**src/rtl/irq_prio_pkg.sv**
```systemverilog
package irq_prio_pkg;
  localparam int NUM_SRC = 5;
  localparam int NUM_LVL = 4;
  localparam int LVL_W   = $clog2(NUM_LVL);
  localparam int SRC_W   = $clog2(NUM_SRC) < 1 ? 1 : $clog2(NUM_SRC);

  // index of the highest set bit in a level mask (0 when empty)
  function automatic logic [LVL_W-1:0] top_level(input logic [NUM_LVL-1:0] m);
    logic [LVL_W-1:0] r;
    r = '0;
    for (int i = 0; i < NUM_LVL; i++)
      if (m[i]) r = LVL_W'(i);
    return r;
  endfunction
endpackage

```
**src/rtl/irq_src_gate.sv**
```systemverilog
module irq_src_gate
  import irq_prio_pkg::*;
#(
  parameter int N  = NUM_SRC,
  parameter int LW = LVL_W
) (
  input  logic              [N-1:0] req,
  input  logic              [N-1:0] en_bits,
  input  logic                      glb_en,
  input  logic              [N-1:0] hi,
  input  logic              [N-1:0] lo,
  input  logic                      busy,
  input  logic             [LW-1:0] cur_lvl,
  output logic              [N-1:0] elig,
  output logic [N-1:0]     [LW-1:0] lvls
);
  for (genvar g = 0; g < N; g++) begin : g_src
    logic          pend;
    logic [LW-1:0] my_lvl;
    always_comb begin
      my_lvl  = {hi[g], lo[g]};
      pend    = req[g] & en_bits[g] & glb_en;
      lvls[g] = my_lvl;
      elig[g] = pend & (!busy || (my_lvl > cur_lvl));
    end
  end
endmodule

```
**src/rtl/irq_pick.sv**
```systemverilog
module irq_pick
  import irq_prio_pkg::*;
#(
  parameter int N  = NUM_SRC,
  parameter int LW = LVL_W,
  parameter int SW = SRC_W
) (
  input  logic          [N-1:0] elig,
  input  logic [N-1:0] [LW-1:0] lvls,
  output logic                  found,
  output logic         [SW-1:0] win_src,
  output logic         [LW-1:0] win_lvl
);
  // descending scan with >= keeps the lowest index among the highest level
  always_comb begin
    found   = 1'b0;
    win_src = '0;
    win_lvl = '0;
    for (int i = N - 1; i >= 0; i--) begin
      if (elig[i] && (!found || lvls[i] >= win_lvl)) begin
        found   = 1'b1;
        win_src = SW'(i);
        win_lvl = lvls[i];
      end
    end
  end
endmodule

```
**src/rtl/irq_isr_stack.sv**
```systemverilog
module irq_isr_stack
  import irq_prio_pkg::*;
#(
  parameter int L  = NUM_LVL,
  parameter int LW = LVL_W
) (
  input  logic          clk,
  input  logic          rst,
  input  logic          push,
  input  logic [LW-1:0] push_lvl,
  input  logic          pop,
  output logic  [L-1:0] mask
);
  logic [L-1:0] popped;
  logic [L-1:0] nxt;

  always_comb begin
    popped = mask;
    if (pop) popped[top_level(mask)] = 1'b0;
    nxt = popped;
    if (push) nxt[push_lvl] = 1'b1;
  end

  always_ff @(posedge clk) begin
    if (rst) mask <= '0;
    else     mask <= nxt;
  end


  pop_clears_top_chk: assert property (@(posedge clk) disable iff (rst)
    (pop && !push && mask != '0) |=> (mask == ($past(mask) & ~(L'(1) << top_level($past(mask))))));

  push_sets_bit_chk: assert property (@(posedge clk) disable iff (rst)
    (push && !pop) |=> mask[$past(push_lvl)]);
endmodule

```
**src/rtl/irq_prio_arb.sv**
```systemverilog
module irq_prio_arb
  import irq_prio_pkg::*;
#(
  parameter int N_SRC = NUM_SRC,
  parameter int N_LVL = NUM_LVL,
  parameter int EN_W  = 8,
  parameter int GLB_BIT = 7
) (
  input  logic               clk,
  input  logic               rst,
  input  logic               tick,
  input  logic [N_SRC-1:0]   req_in,
  input  logic [EN_W-1:0]    enable_reg,
  input  logic [N_SRC-1:0]   prio_lo,
  input  logic [N_SRC-1:0]   prio_hi,
  input  logic               ack,
  input  logic               reti,
  output logic               irq_valid,
  output logic [SRC_W-1:0]   irq_src,
  output logic [LVL_W-1:0]   irq_level,
  output logic [N_LVL-1:0]   active_levels
);
  localparam int LW = LVL_W;
  localparam int SW = SRC_W;

  logic                  busy;
  logic [LW-1:0]         cur_lvl;
  logic [N_SRC-1:0]      elig;
  logic [N_SRC-1:0][LW-1:0] lvls;
  logic                  found;
  logic [SW-1:0]         win_src;
  logic [LW-1:0]         win_lvl;
  logic                  take;

  assign busy    = |active_levels;
  assign cur_lvl = top_level(active_levels);
  assign take    = ack & irq_valid;

  irq_src_gate #(.N(N_SRC), .LW(LW)) u_gate (
    .req     (req_in),
    .en_bits (enable_reg[N_SRC-1:0]),
    .glb_en  (enable_reg[GLB_BIT]),
    .hi      (prio_hi),
    .lo      (prio_lo),
    .busy    (busy),
    .cur_lvl (cur_lvl),
    .elig    (elig),
    .lvls    (lvls)
  );

  irq_pick #(.N(N_SRC), .LW(LW), .SW(SW)) u_pick (
    .elig    (elig),
    .lvls    (lvls),
    .found   (found),
    .win_src (win_src),
    .win_lvl (win_lvl)
  );

  irq_isr_stack #(.L(N_LVL), .LW(LW)) u_stack (
    .clk      (clk),
    .rst      (rst),
    .push     (take),
    .push_lvl (irq_level),
    .pop      (reti),
    .mask     (active_levels)
  );

  always_ff @(posedge clk) begin
    if (rst) begin
      irq_valid <= 1'b0;
      irq_src   <= '0;
      irq_level <= '0;
    end else if (irq_valid) begin
      if (ack) irq_valid <= 1'b0;
    end else if (tick && found) begin
      irq_valid <= 1'b1;
      irq_src   <= win_src;
      irq_level <= win_lvl;
    end
  end


  hold_until_ack_chk: assert property (@(posedge clk) disable iff (rst)
    (irq_valid && !ack) |=> (irq_valid && $stable(irq_src) && $stable(irq_level)));

  grant_needs_tick_chk: assert property (@(posedge clk) disable iff (rst)
    (!irq_valid && !tick) |=> !irq_valid);

  global_mask_chk: assert property (@(posedge clk) disable iff (rst)
    (!irq_valid && !enable_reg[GLB_BIT]) |=> !irq_valid);

  strictly_higher_chk: assert property (@(posedge clk) disable iff (rst)
    $rose(irq_valid) |-> ($past(active_levels) == '0 ||
                          irq_level > top_level($past(active_levels))));

  top_level_blocks_chk: assert property (@(posedge clk) disable iff (rst)
    (active_levels[N_LVL-1] && !irq_valid) |=> !irq_valid);

  ack_drops_valid_chk: assert property (@(posedge clk) disable iff (rst)
    (irq_valid && ack) |=> !irq_valid);
endmodule

```
**config.mk**
```make
export PLATFORM = sky130hd
export DESIGN_NAME = irq_prio_arb
export DESIGN_NICKNAME = d
export VERILOG_FILES = /design/src/rtl/irq_prio_pkg.sv /design/src/rtl/irq_src_gate.sv /design/src/rtl/irq_pick.sv /design/src/rtl/irq_isr_stack.sv /design/src/rtl/irq_prio_arb.sv
export SDC_FILE = /design/constraint.sdc
export NUM_CORES = 1
export LEC_CHECK = 0
export ABC_AREA = 1
export BUFFER_PORTS_ARGS = -buffer_cell sky130_fd_sc_hd__buf_2
export CAP_MARGIN = 20
export CORE_MARGIN = 3
export CORE_UTILIZATION = 25
export DETAILED_ROUTE_END_ITERATION = 10
export PLACE_DENSITY = 0.54
export SYNTH_ARGS = -nofsm -noshare
export SYNTH_HDL_FRONTEND = slang
export SYNTH_SLANG_ARGS = --single-unit
```
**constraint.sdc**
```tcl
create_clock -name clk -period 9.3 [get_ports clk]
set_clock_uncertainty 0.2 [all_clocks]
set_input_delay 1.86 -clock clk [delete_from_list [all_inputs] [get_ports clk]]
set_output_delay 1.86 -clock clk [all_outputs]
set_load 0.05 [all_outputs]
```
== Word level (Yosys, flattened, before mapping) ==
Index checks and enable logic that the tools add are counted.

* Register bits: 10
* Bits in latches: 0
* RAM bits: 0
* Memory bits (read-only): 0
* Input port bits: 28
* Output and inout port bits: 10
* Memories kept: 0

* Add/sub/neg operators: 0
* $mul: 0
* Divide/modulo/power cells: 0
* Magnitude comparators: 13
* Eq/ne operators: 0
* Shifts and indexed selects: 0
* Multiplexer cells: 28
* Bitwise operators: 20
* Reduce and logical (&&, ||, !) cells: 23

{| class="wikitable"
|+ Operators with widths
! operator !! count
|-
| bitwise AND 1 bit || 16
|-
| two-way mux 2 bit || 8
|-
| two-way mux 3 bit || 5
|-
| two-way mux 1 bit || 11
|-
| > comparator 2 bit || 5
|-
| logical OR 1 bit || 9
|-
| greater-or-equal comparator 2 bit || 4
|-
| two-way mux 4 bit || 2
|-
| logical AND 1 bit || 7
|-
| less-than comparator 2 x 3 -> 1 bit, second input constant || 2
|-
| logical NOT 1 bit || 5
|-
| bitwise AND 4 bit || 1
|-
| demux 1 bit (select 2 bit) || 2
|-
| greater-or-equal comparator 2 x 1 -> 1 bit, second input constant || 2
|-
| NOT 4 bit || 1
|-
| bitwise OR 4 bit || 1
|-
| OR reduction 4 bit || 1
|-
| AND reduction 2 bit || 1
|-
| NOT 1 bit || 1
|}

== Longest topological paths before layout ==
* Depth in word-level cells: 26
* Gate-level depth with buffers: 46
* Gate-level depth less buffers: 46

== Modules after synthesis ==
A second synthesis with hierarchy kept.

* Cells, all modules: 208
* Area, all modules: 1252.5 µm²

{| class="wikitable"
|+ By module, submodules not included
! module !! instances !! cells each !! area each (µm²)
|-
| irq_pick || 1 || 74 || 416.6
|-
| irq_src_gate || 1 || 66 || 385.4
|-
| irq_prio_arb || 1 || 44 || 284.0
|-
| irq_isr_stack || 1 || 24 || 166.4
|}

== Least setup slack after synthesis ==
OpenSTA, ideal clock, no wires.

* Kind: input to register
* From: in prio_lo[4]
* To: reg irq_level[0]
* Setup time: 116 ps
* Data arrival time: 5871 ps
* Data required time: 8984 ps
* Path slack: 3113 ps
* Cell stages on the path: 36
* Path buffers: 0
* Cell sequence: inv_1 > ha_1 > nand2_1 > nand2_1 > nand2_4 > nand2_4 > nor2_1 > inv_1 > ha_1 > a21oi_1 > nand3_2 > nand2_2 > nand2_1 > nand2_1 > inv_1 > ha_1 > a21oi_1 > nand2_2 > nand2_4 > nand2_1 > and2_2 > ha_1 > a21oi_1 > nand2_1 > nand2_2 > nand3_2 > and2_1 > ha_1 > inv_1 > nand2_1 > a21oi_1 > nand2_1 > nand2_4 > nor2_1 > nor2_1 > a21oi_2

* Word-level cells in the longest chain between the ends: 22
* Elaborated cells between the ends (all ways): 31
* Those cells by class: order compare (5); mux (10); bitwise (1); reduce/logical (15)

{| class="wikitable"
|+ Ends and longest elaborated chain
! item !! line !! text
|-
| start: declaration || irq_prio_arb.sv:14 || <nowiki>input logic [N_SRC-1:0] prio_lo,</nowiki>
|-
| > comparator 2 bit || irq_src_gate.sv:24 || <nowiki>elig[g] = pend & (!busy || (my_lvl > cur_lvl));</nowiki>
|-
| logical OR 1 bit || irq_src_gate.sv:24 ||
|-
| bitwise AND 1 bit || irq_src_gate.sv:24 ||
|-
| two-way mux 2 bit / two-way mux 1 bit (equally long branches) || irq_pick.sv:20 || <nowiki>if (elig[i] && (!found || lvls[i] >= win_lvl)) begin</nowiki>
|-
| greater-or-equal comparator 2 bit / logical NOT 1 bit (equally long branches) || irq_pick.sv:20 ||
|-
| logical OR 1 bit || irq_pick.sv:20 ||
|-
| logical AND 1 bit || irq_pick.sv:20 ||
|-
| two-way mux 2 bit / two-way mux 1 bit (equally long branches) || irq_pick.sv:20 ||
|-
| (+6 left out) || - ||
|-
| logical AND 1 bit || irq_pick.sv:20 ||
|-
| two-way mux 2 bit / two-way mux 1 bit (equally long branches) || irq_pick.sv:20 ||
|-
| greater-or-equal comparator 2 bit / logical NOT 1 bit (equally long branches) || irq_pick.sv:20 ||
|-
| logical OR 1 bit || irq_pick.sv:20 ||
|-
| logical AND 1 bit || irq_pick.sv:20 ||
|-
| two-way mux 1 bit || irq_pick.sv:20 ||
|-
| logical AND 1 bit || irq_prio_arb.sv:75 || <nowiki>end else if (tick && found) begin</nowiki>
|-
| AND reduction 2 bit (no line) || - ||
|-
| end signal: assignment || irq_prio_arb.sv:78 || <nowiki>irq_level <= win_lvl;</nowiki>
|-
| end: declaration || irq_prio_arb.sv:20 || <nowiki>output logic [LVL_W-1:0] irq_level,</nowiki>
|}

Parallel ways exist; a longest one is shown, timed or not.
A chain may end at the register's enable or synchronous reset.

== Final worst setup path ==
* From: in prio_hi[4]
* To: reg irq_src[0]

* Word-level cells in the longest chain between the ends: 22
* Elaborated cells between the ends (all ways): 34
* Those cells by class: order compare (5); mux (13); bitwise (1); reduce/logical (15)

{| class="wikitable"
|+ Ends and longest elaborated chain
! item !! line !! text
|-
| start: declaration || irq_prio_arb.sv:15 || <nowiki>input logic [N_SRC-1:0] prio_hi,</nowiki>
|-
| > comparator 2 bit || irq_src_gate.sv:24 ||
|-
| logical OR 1 bit || irq_src_gate.sv:24 ||
|-
| bitwise AND 1 bit || irq_src_gate.sv:24 ||
|-
| two-way mux 2 bit / two-way mux 1 bit (equally long branches) || irq_pick.sv:20 ||
|-
| greater-or-equal comparator 2 bit / logical NOT 1 bit (equally long branches) || irq_pick.sv:20 ||
|-
| logical OR 1 bit || irq_pick.sv:20 ||
|-
| logical AND 1 bit || irq_pick.sv:20 ||
|-
| two-way mux 2 bit / two-way mux 1 bit (equally long branches) || irq_pick.sv:20 ||
|-
| (+6 left out) || - ||
|-
| logical AND 1 bit || irq_pick.sv:20 ||
|-
| two-way mux 2 bit / two-way mux 1 bit (equally long branches) || irq_pick.sv:20 ||
|-
| greater-or-equal comparator 2 bit / logical NOT 1 bit (equally long branches) || irq_pick.sv:20 ||
|-
| logical OR 1 bit || irq_pick.sv:20 ||
|-
| logical AND 1 bit || irq_pick.sv:20 ||
|-
| two-way mux 1 bit || irq_pick.sv:20 ||
|-
| logical AND 1 bit || irq_prio_arb.sv:75 ||
|-
| AND reduction 2 bit (no line) || - ||
|-
| end signal: assignment || irq_prio_arb.sv:77 || <nowiki>irq_src <= win_src;</nowiki>
|-
| end: declaration || irq_prio_arb.sv:19 || <nowiki>output logic [SRC_W-1:0] irq_src,</nowiki>
|}

Parallel ways exist; a longest one is shown, timed or not.

==> results.md <==
- The achievable clock frequency is 153.5 MHz.
- The clock insertion delay at the later pin of the skew report is 230 ps.
- The type of the tightest min-delay check is reg -> reg.
- The violation count after the first detailed-route iteration is 31.
- The number of max-slew violations in the final report came to 0.
- The routability congestion estimate from global placement is 0.7861.
- The die footprint is 0.005944 sq mm.
- The kind of start point of the critical path is an input port.
- Once detailed placement completed, the half-perimeter wirelength came to 2481 um.
- The most frequent cell on the critical path is sky130_fd_sc_hd__nand2_1.
- Fill cells in the final layout number 555.
- For this run, the detailed router's first-pass iteration total came to 4.
- Final hold analysis gives a worst-case slack of 277.9 ps.
- The worst-case IR drop observed on VDD is 0.08601 mV.
- The area growth from synthesis to layout is 24.55%.
- Summed over all layers, the global routing overflow is 0.
- The post-CTS resize count is 0.
- The filler-free cell count of the finished design is 306.
- Clock-pin slew was measured on the worst setup and hold paths at 40 ps.
- The number of buffers created by CTS is 3.
- In the final layout, flip-flops and latches occupy 200.2 sq um.
- The summed negative setup slack over all endpoints is 0 ps.
- The number of antenna violations at the first check in global routing is 0.
- The maximum clock insertion buffer count is 2.
- The destination of the worst hold path is irq_src[1].
- The top layer reached by signal wires is met3.
- The number of distinct library cells after synthesis is 24.
- The initial utilization of the core area, before any placement, comes to 0.2623.
- The power consumption is 0.1554 mW.
- The number of buffers inserted by post-CTS setup repair is 0.
- Hold repair after CTS inserted 0 buffers.
- The area inside the core boundary is 0.004817 sq mm.
- Synthesis produced a netlist with a net count of 247.
- In this run the static leakage power is 0.9427 nW.
- 0 antenna diodes ended up in the layout.
- The worst path needs 6513 ps of the cycle, external delays included.
- The post-detailed-route DRC marker count is 0.
- The CTS tree is yes.
- The number of hold violations in the final report is 0.
- The final design instance area without fill is 0.001574 sq mm.
- The hold path startpoint is irq_src[1].
- At the worst endpoint, the required time is 9270 ps.
- The total setup violations reported at the end of the flow is 0.
- The floorplan has 25 rows.
- The mapped netlist covers 0.001264 sq mm.
- The die is 77.10 um wide.
- The global router's overall resource usage is 0.09611.
- In this run the worst path has a maximum fanout of 6.
- The slowest stage of the critical path belongs to the cell sky130_fd_sc_hd__ha_1.
- Entering global routing, the biggest net connects 10 pins.
- The pin slew with the least headroom to its limit is 250.4 ps.
- The number of global-route vias before repair is 1144.
- The master cell of the clock root buffer is sky130_fd_sc_hd__clkbuf_8.
- The post-synthesis register bit count is 10.
- Yosys printed 0 warnings.
- The critical path data arrival time is 6480 ps.
- The worst reg2reg path endpoint is irq_src[0].
- The quantity of I/O buffers inserted on ports is 35.
- The flow ran to the end, and the final reports show no timing, DRC or antenna violations.
- CTS saw 10 sinks.
- The number of max-cap violations is 0.
- The cell total after placement is 302.
- The first global-routing pass estimated 4767 um of wire.
- For the worst flop-to-flop path, the logic depth is 39.
- The ratio of final minimum period to clock period is 0.7003.
- The worst pin sits at a relative slew slack of 0.8342.
- In this run the critical register-to-register path is launched from u_stack.mask[2].
- The routed design has 2828 um of wire.
- The number of primary I/O pins is 38.
- In the final layout, the multi-input gates occupy 898.4 sq um.
- Across all register-to-register paths, the minimum setup slack is 3850 ps.
- The synthesized netlist cell count is 201.
- The vias after detailed routing is 1269.
- The routed length on met2 is 1362 um.
- The fraction of layout instances using a drive strength above 1 is 0.2803.
- Wire segments on met3 add up to 102 um in the final route.
- In this run the cell area measured after placement is 0.001519 sq mm.
- The setup path with the least slack is of type in -> reg.
- The post-synthesis sequential area ratio is 0.1584.
- In the final routing, the length of wire on met1 measures 1363 um.
- The worst hold path was traced through 2 stages.
- The worst setup path is captured at a register.
- CTS built an H-tree with a depth of 1.
- The detailed-route vias per instance is 4.147.
- Setup repair after global routing left no endpoint under its margin.
- The die height is 77.10 um.
- In the final design database the tool counted 286 nets.
- The detail route stage leaves a number of antenna-violating nets equal to 0.
- The power density over the cells is 98.75 mW/mm^2.
- Dividing the detail-routed wire length by the instance count gives 9.242 um.
- The worst stage delay on the critical path is 280 ps.
- Dividing the synthesized area by the synthesized cell count gives 6.287 sq um.
final cells by class:
cell class                      instances  area share
Tap cell                               67     0.05326
Timing Repair Buffer                   35      0.1113
Multi-Input combinational cell        147      0.5707
Sequential cell                        10      0.1272
Inverter                               43      0.1025
Clock buffer                            4     0.03498
cell families (layout without fill, tap and decap cells):
group	count (synthesis)	after routing	share of synthesized area
buffers and inverters	44	82	0.1307
AND/OR/NAND/NOR	111	111	0.4416
adder cells (fa/ha/maj)	18	18	0.1782
AO/OA/AOI/OAI	18	18	0.09109
flip-flops	10	10	0.1584
worst max-delay path by stage:
stage	startpoint	to	slack, ps	cells after the start
6_report	prio_hi[4]	irq_src[0]	2790	38
5_1_grt	prio_hi[4]	irq_src[0]	2300	38
4_1_cts	prio_hi[4]	irq_src[0]	2740	38
3_5_place_dp	prio_hi[4]	irq_level[1]	2500	37
3_3_place_gp	prio_hi[4]	irq_src[0]	2580	38
2_1_floorplan	prio_lo[4]	irq_level[0]	3110	36
routing by layer:
layer / GRT usage / vias up
met4: 0.01068 / 0
met1: 0.1193 / 547
met2: 0.1725 / 19
met5: 0 / -
met3: 0.02347 / 0
li1: - / 703
flip-flops by register name, summed over array words and instances (netlist names):
| register | flops |
|---|---|
| irq_level | 2 |
| irq_src | 3 |
| irq_valid | 1 |
| u_stack.mask | 4 |
worst max-delay path: cells and delay by family:
kind | cells | cell delay [ps]
AO/OA/AOI/OAI | 4 | 740
buffers and inverters | 4 | 270
AND/OR/NAND/NOR | 25 | 2290
adder cells (fa/ha/maj) | 5 | 1330
synthesized netlist by cell type, drive strengths merged:
library cell   n  share of area
ha            18           0.18
nand2         69           0.25
nand4          1         0.0050
inv           43           0.13
o21bai         1         0.0059
nand3         20           0.10
o2111ai        1         0.0069
a32oi          1         0.0069
nor2          17          0.062
clkbuf         1         0.0030
a21oi         13          0.063
dfxtp         10           0.16
nor3           1         0.0040
o21ai          2         0.0079
and3           1         0.0059
and2           2          0.011
where the power goes:
group	switching (mW)	total [mW]	internal, mW
Sequential	0.00175	0.0469	0.0452
Combinational	0.0355	0.0550	0.0196
Clock	0.0163	0.0535	0.0372
Total	0.0535	0.155	0.102
cells in the final DEF, fill, tap and decap left out, types with 5 or more instances in the layout:
cell type,synthesis,layout
sky130_fd_sc_hd__a21oi_1,9,9
sky130_fd_sc_hd__buf_2,0,35
sky130_fd_sc_hd__dfxtp_1,10,10
sky130_fd_sc_hd__ha_1,18,18
sky130_fd_sc_hd__inv_1,43,43
sky130_fd_sc_hd__nand2_1,55,55
sky130_fd_sc_hd__nand2_2,9,9
sky130_fd_sc_hd__nand2_4,5,5
sky130_fd_sc_hd__nand3_1,16,16
sky130_fd_sc_hd__nor2_1,13,13
through the flow:
step                      setup WS, ps    util
after floorplan                   3113       -
after CTS                         2739  0.3268
after global routing              2303  0.3268
final                             2787  0.3268
after detailed placement          2504  0.3153
after global placement            2584  0.3153
No activity file was read; power rests on OpenSTA's default activity.
